[config.mk]
export PLATFORM = sky130hd
export DESIGN_NAME = comma_word_aligner
export DESIGN_NICKNAME = d
export VERILOG_FILES = /design/src/rtl/cwa_pkg.sv /design/src/rtl/cwa_datapath.sv /design/src/rtl/cwa_control.sv /design/src/rtl/comma_word_aligner.sv
export SDC_FILE = /design/constraint.sdc
export NUM_CORES = 1
export LEC_CHECK = 0
export ABC_AREA = 1
export BUFFER_PORTS_ARGS = -buffer_cell sky130_fd_sc_hd__buf_2
export CAP_MARGIN = 20
export CELL_PAD_IN_SITES_DETAIL_PLACEMENT = 1
export CELL_PAD_IN_SITES_GLOBAL_PLACEMENT = 2
export CORE_UTILIZATION = 37
export CTS_CLUSTER_DIAMETER = 200
export DETAILED_ROUTE_END_ITERATION = 6
export HOLD_SLACK_MARGIN = 0.03
export PLACE_DENSITY_LB_ADDON = 0.08
export SLEW_MARGIN = 20
export SYNTH_ARGS = -nofsm -noshare
export SYNTH_HDL_FRONTEND = slang
export SYNTH_HIERARCHICAL = 1
export SYNTH_SLANG_ARGS = --single-unit
[constraint.sdc]
create_clock -name clk -period 4.65 [get_ports clk]
set_clock_uncertainty 0.2 [all_clocks]
set_input_delay 0.465 -clock clk [delete_from_list [all_inputs] [get_ports clk]]
set_output_delay 0.465 -clock clk [all_outputs]
set_load 0.05 [all_outputs]
[src/rtl/cwa_pkg.sv]
package cwa_pkg;
  localparam int SYM_W   = 10;
  localparam int PH_W    = 4;
  localparam int PRE_W   = 7;
  localparam int MAX_RUN = 5;

  localparam logic [PRE_W-1:0] PRE_NEG  = 7'b0011111;
  localparam logic [SYM_W-1:0] IDLE_K_N = 10'b0011111010;
  localparam logic [SYM_W-1:0] IDLE_D_A = 10'b1001000101;
  localparam logic [SYM_W-1:0] IDLE_D_B = 10'b0110110101;

  typedef logic [PH_W-1:0] phase_t;

  typedef enum logic [1:0] {ST_HUNT, ST_VERIFY, ST_LOCKED} align_st_t;

  // datapath -> control: a comma prefix seen in this word and where it ended
  typedef struct packed {
    logic   valid;
    phase_t ph;
  } hit_t;

  // control -> datapath: emit strobe enable and the locked boundary phase
  typedef struct packed {
    logic   emitEn;
    phase_t bndPh;
  } ctrl_t;

  function automatic logic isComma(input logic [SYM_W-1:0] s);
    return (s[SYM_W-1 -: PRE_W] == PRE_NEG) || (s[SYM_W-1 -: PRE_W] == ~PRE_NEG);
  endfunction

  function automatic logic isIdleK(input logic [SYM_W-1:0] s);
    return (s == IDLE_K_N) || (s == ~IDLE_K_N);
  endfunction

  function automatic logic isIdleD(input logic [SYM_W-1:0] s);
    return (s == IDLE_D_A) || (s == IDLE_D_B);
  endfunction
endpackage

[src/rtl/cwa_datapath.sv]
module cwa_datapath
  import cwa_pkg::*;
#(
  parameter int IN_W = 2
) (
  input  logic              clk,
  input  logic              rst,
  input  logic              inValid,
  input  logic [IN_W-1:0]   inData,
  input  ctrl_t             ctrl,
  output hit_t              hit,
  output logic              symValid,
  output logic [SYM_W-1:0]  symOut,
  output logic              commaDet,
  output logic              idleDet,
  output logic              runErr
);
  localparam int HIST_W = 2 * SYM_W;
  localparam int CAT_W  = HIST_W + IN_W;
  localparam int RUN_W  = $clog2(MAX_RUN + 2);
  localparam logic [PH_W:0]    SYM_WP  = (PH_W+1)'(SYM_W);
  localparam logic [PH_W:0]    STEP    = (PH_W+1)'(IN_W);
  localparam logic [RUN_W-1:0] RUN_LIM = RUN_W'(MAX_RUN);
  localparam logic [RUN_W-1:0] RUN_CAP = RUN_W'(MAX_RUN + 1);

  logic [HIST_W-1:0] hist;
  phase_t            bitPh;
  logic [CAT_W-1:0]  cat;
  assign cat = {hist, inData};

  logic [SYM_W-1:0] slotCur  [IN_W];
  logic [SYM_W-1:0] slotPrev [IN_W];
  phase_t           slotPh   [IN_W];
  logic             slotComma[IN_W];

  // one candidate slot per bit of the word; index 0 is the newest bit
  for (genvar j = 0; j < IN_W; j++) begin : g_slot
    localparam logic [PH_W:0] OFS = (PH_W+1)'(IN_W - 1 - j);
    logic [PH_W:0] phSum;
    assign phSum        = {1'b0, bitPh} + OFS;
    assign slotPh[j]    = (phSum >= SYM_WP) ? phase_t'(phSum - SYM_WP) : phase_t'(phSum);
    assign slotCur[j]   = cat[j+SYM_W-1 : j];
    assign slotPrev[j]  = cat[j+HIST_W-1 : j+SYM_W];
    assign slotComma[j] = isComma(slotCur[j]);
  end

  // newest comma wins if a wide word ever held two
  always_comb begin
    hit = '0;
    for (int j = IN_W - 1; j >= 0; j--) begin
      if (inValid && slotComma[j]) begin
        hit.valid = 1'b1;
        hit.ph    = slotPh[j];
      end
    end
  end

  logic             emitHit;
  logic [SYM_W-1:0] emitSym;
  logic             emitComma;
  logic             emitIdle;
  always_comb begin
    emitHit   = 1'b0;
    emitSym   = '0;
    emitComma = 1'b0;
    emitIdle  = 1'b0;
    for (int j = 0; j < IN_W; j++) begin
      if (inValid && ctrl.emitEn && (slotPh[j] == ctrl.bndPh)) begin
        emitHit   = 1'b1;
        emitSym   = slotCur[j];
        emitComma = slotComma[j];
        emitIdle  = isIdleD(slotCur[j]) && isIdleK(slotPrev[j]);
      end
    end
  end

  logic [RUN_W-1:0] runLen, runLenN;
  logic             runVal, runValN, runViol;
  always_comb begin
    runLenN = runLen;
    runValN = runVal;
    runViol = 1'b0;
    for (int i = IN_W - 1; i >= 0; i--) begin
      if ((runLenN != '0) && (inData[i] == runValN)) begin
        if (runLenN != RUN_CAP) runLenN = runLenN + 1'b1;
      end else begin
        runLenN = RUN_W'(1);
      end
      runValN = inData[i];
      if (runLenN > RUN_LIM) runViol = 1'b1;
    end
  end

  logic [PH_W:0] phNext;
  assign phNext = {1'b0, bitPh} + STEP;

  always_ff @(posedge clk) begin
    if (rst) begin
      hist     <= '0;
      bitPh    <= '0;
      runLen   <= '0;
      runVal   <= 1'b0;
      symValid <= 1'b0;
      symOut   <= '0;
      commaDet <= 1'b0;
      idleDet  <= 1'b0;
      runErr   <= 1'b0;
    end else begin
      symValid <= emitHit;
      commaDet <= emitHit && emitComma;
      idleDet  <= emitHit && emitIdle;
      runErr   <= inValid && runViol;
      if (emitHit) symOut <= emitSym;
      if (inValid) begin
        hist   <= cat[HIST_W-1:0];
        bitPh  <= (phNext >= SYM_WP) ? phase_t'(phNext - SYM_WP) : phase_t'(phNext);
        runLen <= runLenN;
        runVal <= runValN;
      end
    end
  end

  // a symbol leaves only when the control had the boundary locked
  a_r4_emit_needs_lock: assert property (@(posedge clk) disable iff (rst)
    symValid |-> $past(ctrl.emitEn));
  // a comma strobe always rides on a symbol that opens with a comma prefix
  a_r5_comma_shape: assert property (@(posedge clk) disable iff (rst)
    commaDet |-> (symValid && ((symOut[9:3] == 7'b0011111) || (symOut[9:3] == 7'b1100000))));
  // the idle strobe marks the data half of the pair, never a comma
  a_r8_idle_on_data: assert property (@(posedge clk) disable iff (rst)
    idleDet |-> (symValid && !commaDet));
  // a gap cycle produces no strobes
  a_r10_gap_quiet: assert property (@(posedge clk) disable iff (rst)
    !$past(inValid) |-> (!symValid && !runErr && !commaDet));
endmodule

[src/rtl/cwa_control.sv]
module cwa_control
  import cwa_pkg::*;
#(
  parameter int LOCK_N   = 3,
  parameter int UNLOCK_N = 4
) (
  input  logic  clk,
  input  logic  rst,
  input  hit_t  hit,
  output ctrl_t ctrl,
  output logic  aligned
);
  localparam int CNT_MAX = (LOCK_N > UNLOCK_N) ? LOCK_N : UNLOCK_N;
  localparam int CNT_W   = $clog2(CNT_MAX + 1);
  localparam logic [CNT_W-1:0] LOCK_LAST   = CNT_W'(LOCK_N - 1);
  localparam logic [CNT_W-1:0] UNLOCK_LAST = CNT_W'(UNLOCK_N - 1);

  align_st_t        state, stateN;
  phase_t           bndPh, bndPhN;
  logic [CNT_W-1:0] goodCnt, goodCntN;
  logic [CNT_W-1:0] badCnt, badCntN;

  always_comb begin
    stateN   = state;
    bndPhN   = bndPh;
    goodCntN = goodCnt;
    badCntN  = badCnt;
    if (hit.valid) begin
      unique case (state)
        ST_HUNT: begin
          stateN   = ST_VERIFY;
          bndPhN   = hit.ph;
          goodCntN = CNT_W'(1);
        end
        ST_VERIFY: begin
          if (hit.ph == bndPh) begin
            if (goodCnt >= LOCK_LAST) begin
              stateN  = ST_LOCKED;
              badCntN = '0;
            end else begin
              goodCntN = goodCnt + 1'b1;
            end
          end else begin
            bndPhN   = hit.ph;
            goodCntN = CNT_W'(1);
          end
        end
        ST_LOCKED: begin
          if (hit.ph == bndPh) begin
            badCntN = '0;
          end else if (badCnt >= UNLOCK_LAST) begin
            stateN  = ST_HUNT;
            badCntN = '0;
          end else begin
            badCntN = badCnt + 1'b1;
          end
        end
        default: stateN = ST_HUNT;
      endcase
    end
  end

  always_ff @(posedge clk) begin
    if (rst) begin
      state   <= ST_HUNT;
      bndPh   <= '0;
      goodCnt <= '0;
      badCnt  <= '0;
    end else begin
      state   <= stateN;
      bndPh   <= bndPhN;
      goodCnt <= goodCntN;
      badCnt  <= badCntN;
    end
  end

  assign aligned     = (state == ST_LOCKED);
  assign ctrl.emitEn = aligned;
  assign ctrl.bndPh  = bndPh;

  // lock is only ever gained on a comma
  a_r3_lock_on_comma: assert property (@(posedge clk) disable iff (rst)
    $rose(aligned) |-> $past(hit.valid));
  // the boundary does not move while lock is held
  a_r6_boundary_held: assert property (@(posedge clk) disable iff (rst)
    (aligned && $past(aligned)) |-> (bndPh == $past(bndPh)));
  // lock is only lost on a comma away from the boundary
  a_r7_drop_on_misplaced: assert property (@(posedge clk) disable iff (rst)
    $fell(aligned) |-> $past(hit.valid && (hit.ph != bndPh)));
endmodule

[src/rtl/comma_word_aligner.sv]
module comma_word_aligner
  import cwa_pkg::*;
#(
  parameter int IN_W     = 2,
  parameter int LOCK_N   = 3,
  parameter int UNLOCK_N = 4
) (
  input  logic              clk,
  input  logic              rst,
  input  logic              inValid,
  input  logic [IN_W-1:0]   inData,
  output logic              symValid,
  output logic [SYM_W-1:0]  symOut,
  output logic              commaDet,
  output logic              idleDet,
  output logic              aligned,
  output logic              runErr
);
  hit_t  hit;
  ctrl_t ctrl;

  cwa_datapath #(.IN_W(IN_W)) i_datapath (
    .clk      (clk),
    .rst      (rst),
    .inValid  (inValid),
    .inData   (inData),
    .ctrl     (ctrl),
    .hit      (hit),
    .symValid (symValid),
    .symOut   (symOut),
    .commaDet (commaDet),
    .idleDet  (idleDet),
    .runErr   (runErr)
  );

  cwa_control #(.LOCK_N(LOCK_N), .UNLOCK_N(UNLOCK_N)) i_control (
    .clk     (clk),
    .rst     (rst),
    .hit     (hit),
    .ctrl    (ctrl),
    .aligned (aligned)
  );
endmodule

After elaboration in Yosys (flattened, before gate mapping) --
Index checks and enable logic that the tools add are counted.
Word-level totals: bits in registers 53, input port bits 5, output and inout bits 15, logic and storage cells 117
Cells by class: add/subtract/negate cells 9, order comparisons 7, equal/unequal tests 27, multiplexer cells 34, reduce and logical (&&, ||, !) cells 27
Operators with widths (number):
- 10-bit equality test, second input constant | 4
- 3-bit two-way mux | 10
- 10-bit by 8-bit equality test with 1-bit output, second input constant | 2
- 10-bit by 9-bit equality test with 1-bit output, second input constant | 2
- 10-bit two-way mux | 2
- 4-bit two-way mux | 4
- 7-bit by 5-bit equality test with 1-bit output, second input constant | 2
- 7-bit equality test, second input constant | 2
- 3-bit by 1-bit adder with 3-bit output, second input constant | 4
- 4-bit equality test | 3
- 1-bit logical AND | 12
- 3-bit one-hot mux with 2 select lines | 2
- 4-bit subtractor, second input constant | 3
- 5-bit by 4-bit >= comparator with 1-bit output, second input constant | 2
- 5-bit two-way mux | 2
- 3-bit inequality test, second input constant | 3
- 1-bit two-way mux | 8
- 2-bit two-way mux | 4
- 4-bit one-hot mux with 2 select lines | 1
- 3-bit by 2-bit >= comparator with 1-bit output, second input constant | 2
- 3-bit > comparator, second input constant | 2
- 1-bit logical OR | 6
- 2-bit by 1-bit inequality test with 1-bit output, second input constant | 3
- 2-bit one-hot mux with 3 select lines | 1
- other kinds (13) | 18

Longest topological paths before layout --
word-level depth 9, mapped depth 18, gate-level depth less buffers 18

Modules after synthesis --
The synthesis kept the hierarchy.
Modules (own cells, without submodules):
- cwa_datapath | instances 1, cells each 371, area each 2486.1 um^2, sequential area each 780.7 um^2
- cwa_control | instances 1, cells each 116, area each 780.7 um^2, sequential area each 240.2 um^2

Worst setup path before layout --
OpenSTA, ideal clock, no wires.
kind in2reg, from in inValid, to reg i_control.goodCnt[0], library setup time 0.111 ns, data arrival time 2.033 ns, required time 4.339 ns, slack 2.306 ns, stages on the path 13, buffers on the path 1, path through buf_2 > clkinv_1 > or2_2 > o22ai_1 > inv_1 > nand2_1 > nand2_1 > nor2_4 > nand3_4 > nand2_4 > nand3_1 > nand3_1 > inv_1
RTL lines:
- from (decl) | RTL line comma_word_aligner.sv:10 | input logic inValid,
- to (signal assigned) | RTL line cwa_control.sv:72 | goodCnt <= goodCntN;
- to (decl) | RTL line cwa_control.sv:20 | logic [CNT_W-1:0] goodCnt, goodCntN;

Final worst setup path --
from reg i_datapath.bitPh[1], to reg i_datapath.idleDet
On the way: word-level cells in the longest chain between the ends 8, elaborated cells on any way between the ends 16, classes of those cells add/sub (3); order compare (2); eq/ne (2); mux (6); reduce/logical (3)
Ends and longest elaborated chain:
- from (decl) | RTL line cwa_datapath.sv:27 | phase_t bitPh;
- from (signal assigned) | RTL line cwa_datapath.sv:116 | bitPh <= (phNext >= SYM_WP) ? phase_t'(phNext - SYM_WP) : phase_t'(phNext);
- 4-bit by 1-bit adder with 5-bit output | RTL line cwa_datapath.sv:40 | assign phSum = {1'b0, bitPh} + OFS;
- 4-bit subtractor or 5-bit by 4-bit >= comparator with 1-bit output (tied branches) | RTL line cwa_datapath.sv:41 | assign slotPh[j] = (phSum >= SYM_WP) ? phase_t'(phSum - SYM_WP) : phase_t'(phSum);
- 4-bit two-way mux | RTL line cwa_datapath.sv:41
- 4-bit equality test | RTL line cwa_datapath.sv:68 | if (inValid && ctrl.emitEn && (slotPh[j] == ctrl.bndPh)) begin
- 1-bit logical AND | RTL line cwa_datapath.sv:68
- 1-bit two-way mux (2 in a row) | RTL line cwa_datapath.sv:68
- 1-bit logical AND * | RTL line cwa_datapath.sv:111 | idleDet <= emitHit && emitIdle;
- to (signal assigned) | RTL line cwa_datapath.sv:111
- to (decl) | RTL line cwa_datapath.sv:15 | output logic idleDet,
Mark *: on every way between the ends. The rest lies on a longest branch, timed or not. A chain may end at the register's enable or synchronous reset.

==> impl_summary.txt <==
----------------------------------------------------
[Outcome]
  Run status ... finished clean

[Cells and area]
  Antenna Diode Count ... 0
  Area used by sequential logic in the layout ... 1020 sq um
  Layout area overhead ... 7.01%
  Multi-input gate area in the final layout ... roughly 1900 sq um
  Final net count ... 517
  FILL cells ... around 1100
  Ratio of cells with drive above 1 in the final layout ... 0.132

[Clock tree]
  Count of instances resized after the clock tree is built ... 0
  Post-CTS setup buffer count ... 0
  # clock sinks ... 51
  TritonCTS clock tree ... built
  Hold-fix buffers at CTS ... 0
  Depth of the CTS H-tree ... 2
  Clock insertion delay at the later pin of the skew report ... between 0.3 and 0.4 ns
  Total CTS buffers ... 5
  CTS root buf ... clkbuf_8
  Number of buffers on the longest clock path ... 2
  Clock Pin Slew Worst Setup and Hold Paths ... approximately 0.10 ns

[Pwr]
  Standby leakage power ... ~1.6 nW
  PD cells ... 297 nW/um^2
  Peak supply drop ... around 0.13 mV

[Routing]
  Via count ... 3072
  Routed Antenna Nets ... 0
  Post-Route WL ... around 8.5 mm
  Average routed wire per standard cell ... roughly 14 um
  Per-cell via count in the routed design ... 5.13
  Number of search-and-repair iterations in the first detailed-routing pass ... 4
  Count of routing violations after the opening detailed-route iteration ... 64
  Number of DRC violations after detailed routing ... 0

[Synthesis]
  Sequential fraction of the synthesis area ... 0.313
  Simple-gate share of the synthesized area ... 0.347
  Net count after synthesis ... 510
  Fraction of synthesized area in multiplexers ... 0
  Count of distinct cell types in the synthesized netlist ... 35
  Flop and latch count out of synthesis ... 51
  Mean cell area of the mapped netlist ... between 6 and 7 sq um
  Post-synthesis compound-gate area fraction ... 0.143
  Area of the mapped netlist ... between 3000 and 4000 sq um
  Number of warnings issued by yosys ... 6
  Synth Area in XOR/XNOR ... 0.0188
  Main combinational cell family by area after synthesis ... simple AND/OR/NAND/NOR gates
  Post-synthesis adder-cell area fraction ... 0.0689
  Number of standard cells after synthesis ... 487

[Floorplanning]
  Top-level port count ... 20
  Horiz. Die Dim ... between 90 and 100 um
  Die Height ... between 90 and 100 um
  Full die area ... roughly 9000 sq um
  Core Region ... approximately 8400 sq um
  Starting Density ... 0.390
  Cell row count ... 33

[Setup path]
  CP Data Required Time ... ~4.7 ns
  Library cell contributing the largest single delay on the critical path ... dfxtp_1
  Data arrival time at the worst-slack endpoint ... 3.11 ns
  Critical Path Max Stage Delay ... 0.60 ns
  Cells along the critical path ... inv_2, ha_1, ha_1, xor2_1, nor2_1, nand3_1, nand2_1, nand2_1, nor2_1
  WP buf/inv ... 1
  Flop2flop setup slack ... 1.59 ns
  WS Path Type ... reg2reg
  Sort of element at the start of the critical path ... flop
  CP Capture Type ... flop
  Largest fanout on the critical path ... 11
  Largest delay share family, worst path ... simple AND/OR/NAND/NOR gates

[Timing]
  Final setup violation count ... 0
  Maximum operating frequency ... between 0.3 and 0.4 GHz
  Transition at the pin with the smallest max-transition slack ... 0.728 ns
  Period utilisation layout ... 0.658
  Final-report hold violation count ... 0
  Total negative setup slack ... 0 ns
  Hold slack ... 0.293 ns
  Number of slew-limit violations in the final report ... 0
  Shortest clock period the worst path allows after layout ... 3.06 ns
  Unrepaired setup endpoints after global routing ... false
  Relative slew slack ... 0.513

[Global route]
  Total global routing track utilization ... 0.199
  Wire length of the first global-routing pass ... 14.2 mm
  Initial antenna violation count ... 0
  Maximum number of pins on one net before global-route repair ... 46
  Gr ovfl total ... 0
  Vias in the first global route ... roughly 3000

[Place]
  Half-perimeter wire length of the detailed placement result ... ~6.3 mm
  Routability Congestion ... 0.796
  I/O Buffers ... 19

[Worst hold path]
  Worst hold path type ... reg2reg

[Run]
  Number of maximum-capacitance constraint violations ... 0

----------------------------------------------------
[layer usage]
metal | GRT usage | routed length, um
met1 | 0.265 | 4230
met2 | 0.343 | 4070
met3 | 0.0237 | 122
met4 | 0.0410 | 73
met5 | 0 | 0
[sequential cells by signal (all words and copies together) (netlist names), 2 cells and up]
signal,cells
i_control/badCnt,3
i_control/bndPh,4
i_control/goodCnt,3
i_control/state,2
i_datapath/bitPh,3
i_datapath/hist,19
i_datapath/runLen,3
i_datapath/symOut,10
[Yosys cell counts, drive strengths merged]
cell type	instances	area share
nand2	109	0.13
nand3	43	0.070
a31oi	2	0.0038
o221ai	1	0.0027
a211oi	1	0.0023
dfxtp	51	0.31
nor2	54	0.075
inv	63	0.072
nand4	19	0.036
or2	2	0.0038
clkinv	4	0.0046
o31ai	1	0.0023
o211ai	1	0.0038
buf	10	0.021
ha	18	0.069
xnor2	1	0.0027
o21ai	35	0.055
o22ai	3	0.0057
a21oi	38	0.067
nor3	10	0.017
clkbuf	10	0.011
nand3b	5	0.011
xor2	6	0.016
[power by group]
part           switching, mW  leakage, nW  total (mW)  internal [mW]
registers             0.0268        0.418       0.490          0.463
logic                  0.170         1.11       0.237         0.0675
clock network          0.152       0.0513       0.310          0.158
[worst register-to-register path: stages (launching register included)]
cell and delay (ns):
dfxtp_1 0.60, inv_2 0.09, ha_1 0.24, ha_1 0.22
xor2_1 0.17, nor2_1 0.57, nand3_1 0.49, nand2_1 0.20
nand2_1 0.10, nor2_1 0.12
[layout make-up]
type / count / area share
inverters: 67 / 0.0719
multi-input cells: 349 / 0.540
clock inverters: 1 / 0.00859
flip-flops and latches: 51 / 0.292
clock buffers: 6 / 0.0208
repair buffers: 20 / 0.0293
well taps: 105 / 0.0376
[placed cells by master, fill, tap and decap left out, types with 7 or more instances in the layout]
cell type / synthesis / routed
nand2_1: 100 / 100
inv_2: 7 / 7
a21oi_2: 8 / 8
a21oi_1: 30 / 30
ha_1: 18 / 18
nor3_1: 9 / 9
inv_1: 56 / 56
dfxtp_1: 51 / 51
nand3_1: 42 / 42
nor2_1: 45 / 45
nand2_2: 8 / 8
buf_2: 5 / 19
nand4_1: 19 / 19
o21ai_0: 28 / 28
[metrics by stage]
stage               power (mW)   util  cells  instance area (sq um)  worst slack (ns)
floorplan                0.686      -    487                   3270              2.31
global placement         0.734  0.405    592                   3390              1.45
detailed placement       0.739  0.405    592                   3390              1.35
CTS                       1.05  0.417    599                   3500              1.55
global route              1.10  0.417    599                   3500              1.30
finish                    1.04  0.417    599                   3500              1.59
[kinds of logic after synthesis]
| family | count (synthesis) |
|---|---|
| XOR/XNOR | 7 |
| adder cells (fa/ha/maj) | 18 |
| flip-flops | 51 |
| buffers and inverters | 87 |
| AND/OR/NAND/NOR | 242 |
| AO/OA/AOI/OAI | 82 |
[final timing paths]
path,startpoint,to,cells past startpoint
hold reg to reg,i_datapath/symOut[0]$_SDFFE_PP0P_,i_datapath/symOut[0]$_SDFFE_PP0P_,2
setup reg to reg,i_datapath/bitPh[1]$_SDFFE_PP0P_,i_datapath/idleDet$_SDFF_PP0_,9
setup / recovery,i_datapath/bitPh[1]$_SDFFE_PP0P_,i_datapath/idleDet$_SDFF_PP0_,9
hold / removal,i_datapath/symOut[0]$_SDFFE_PP0P_,i_datapath/symOut[0]$_SDFFE_PP0P_,2
Power figures use the tool's default switching activity.
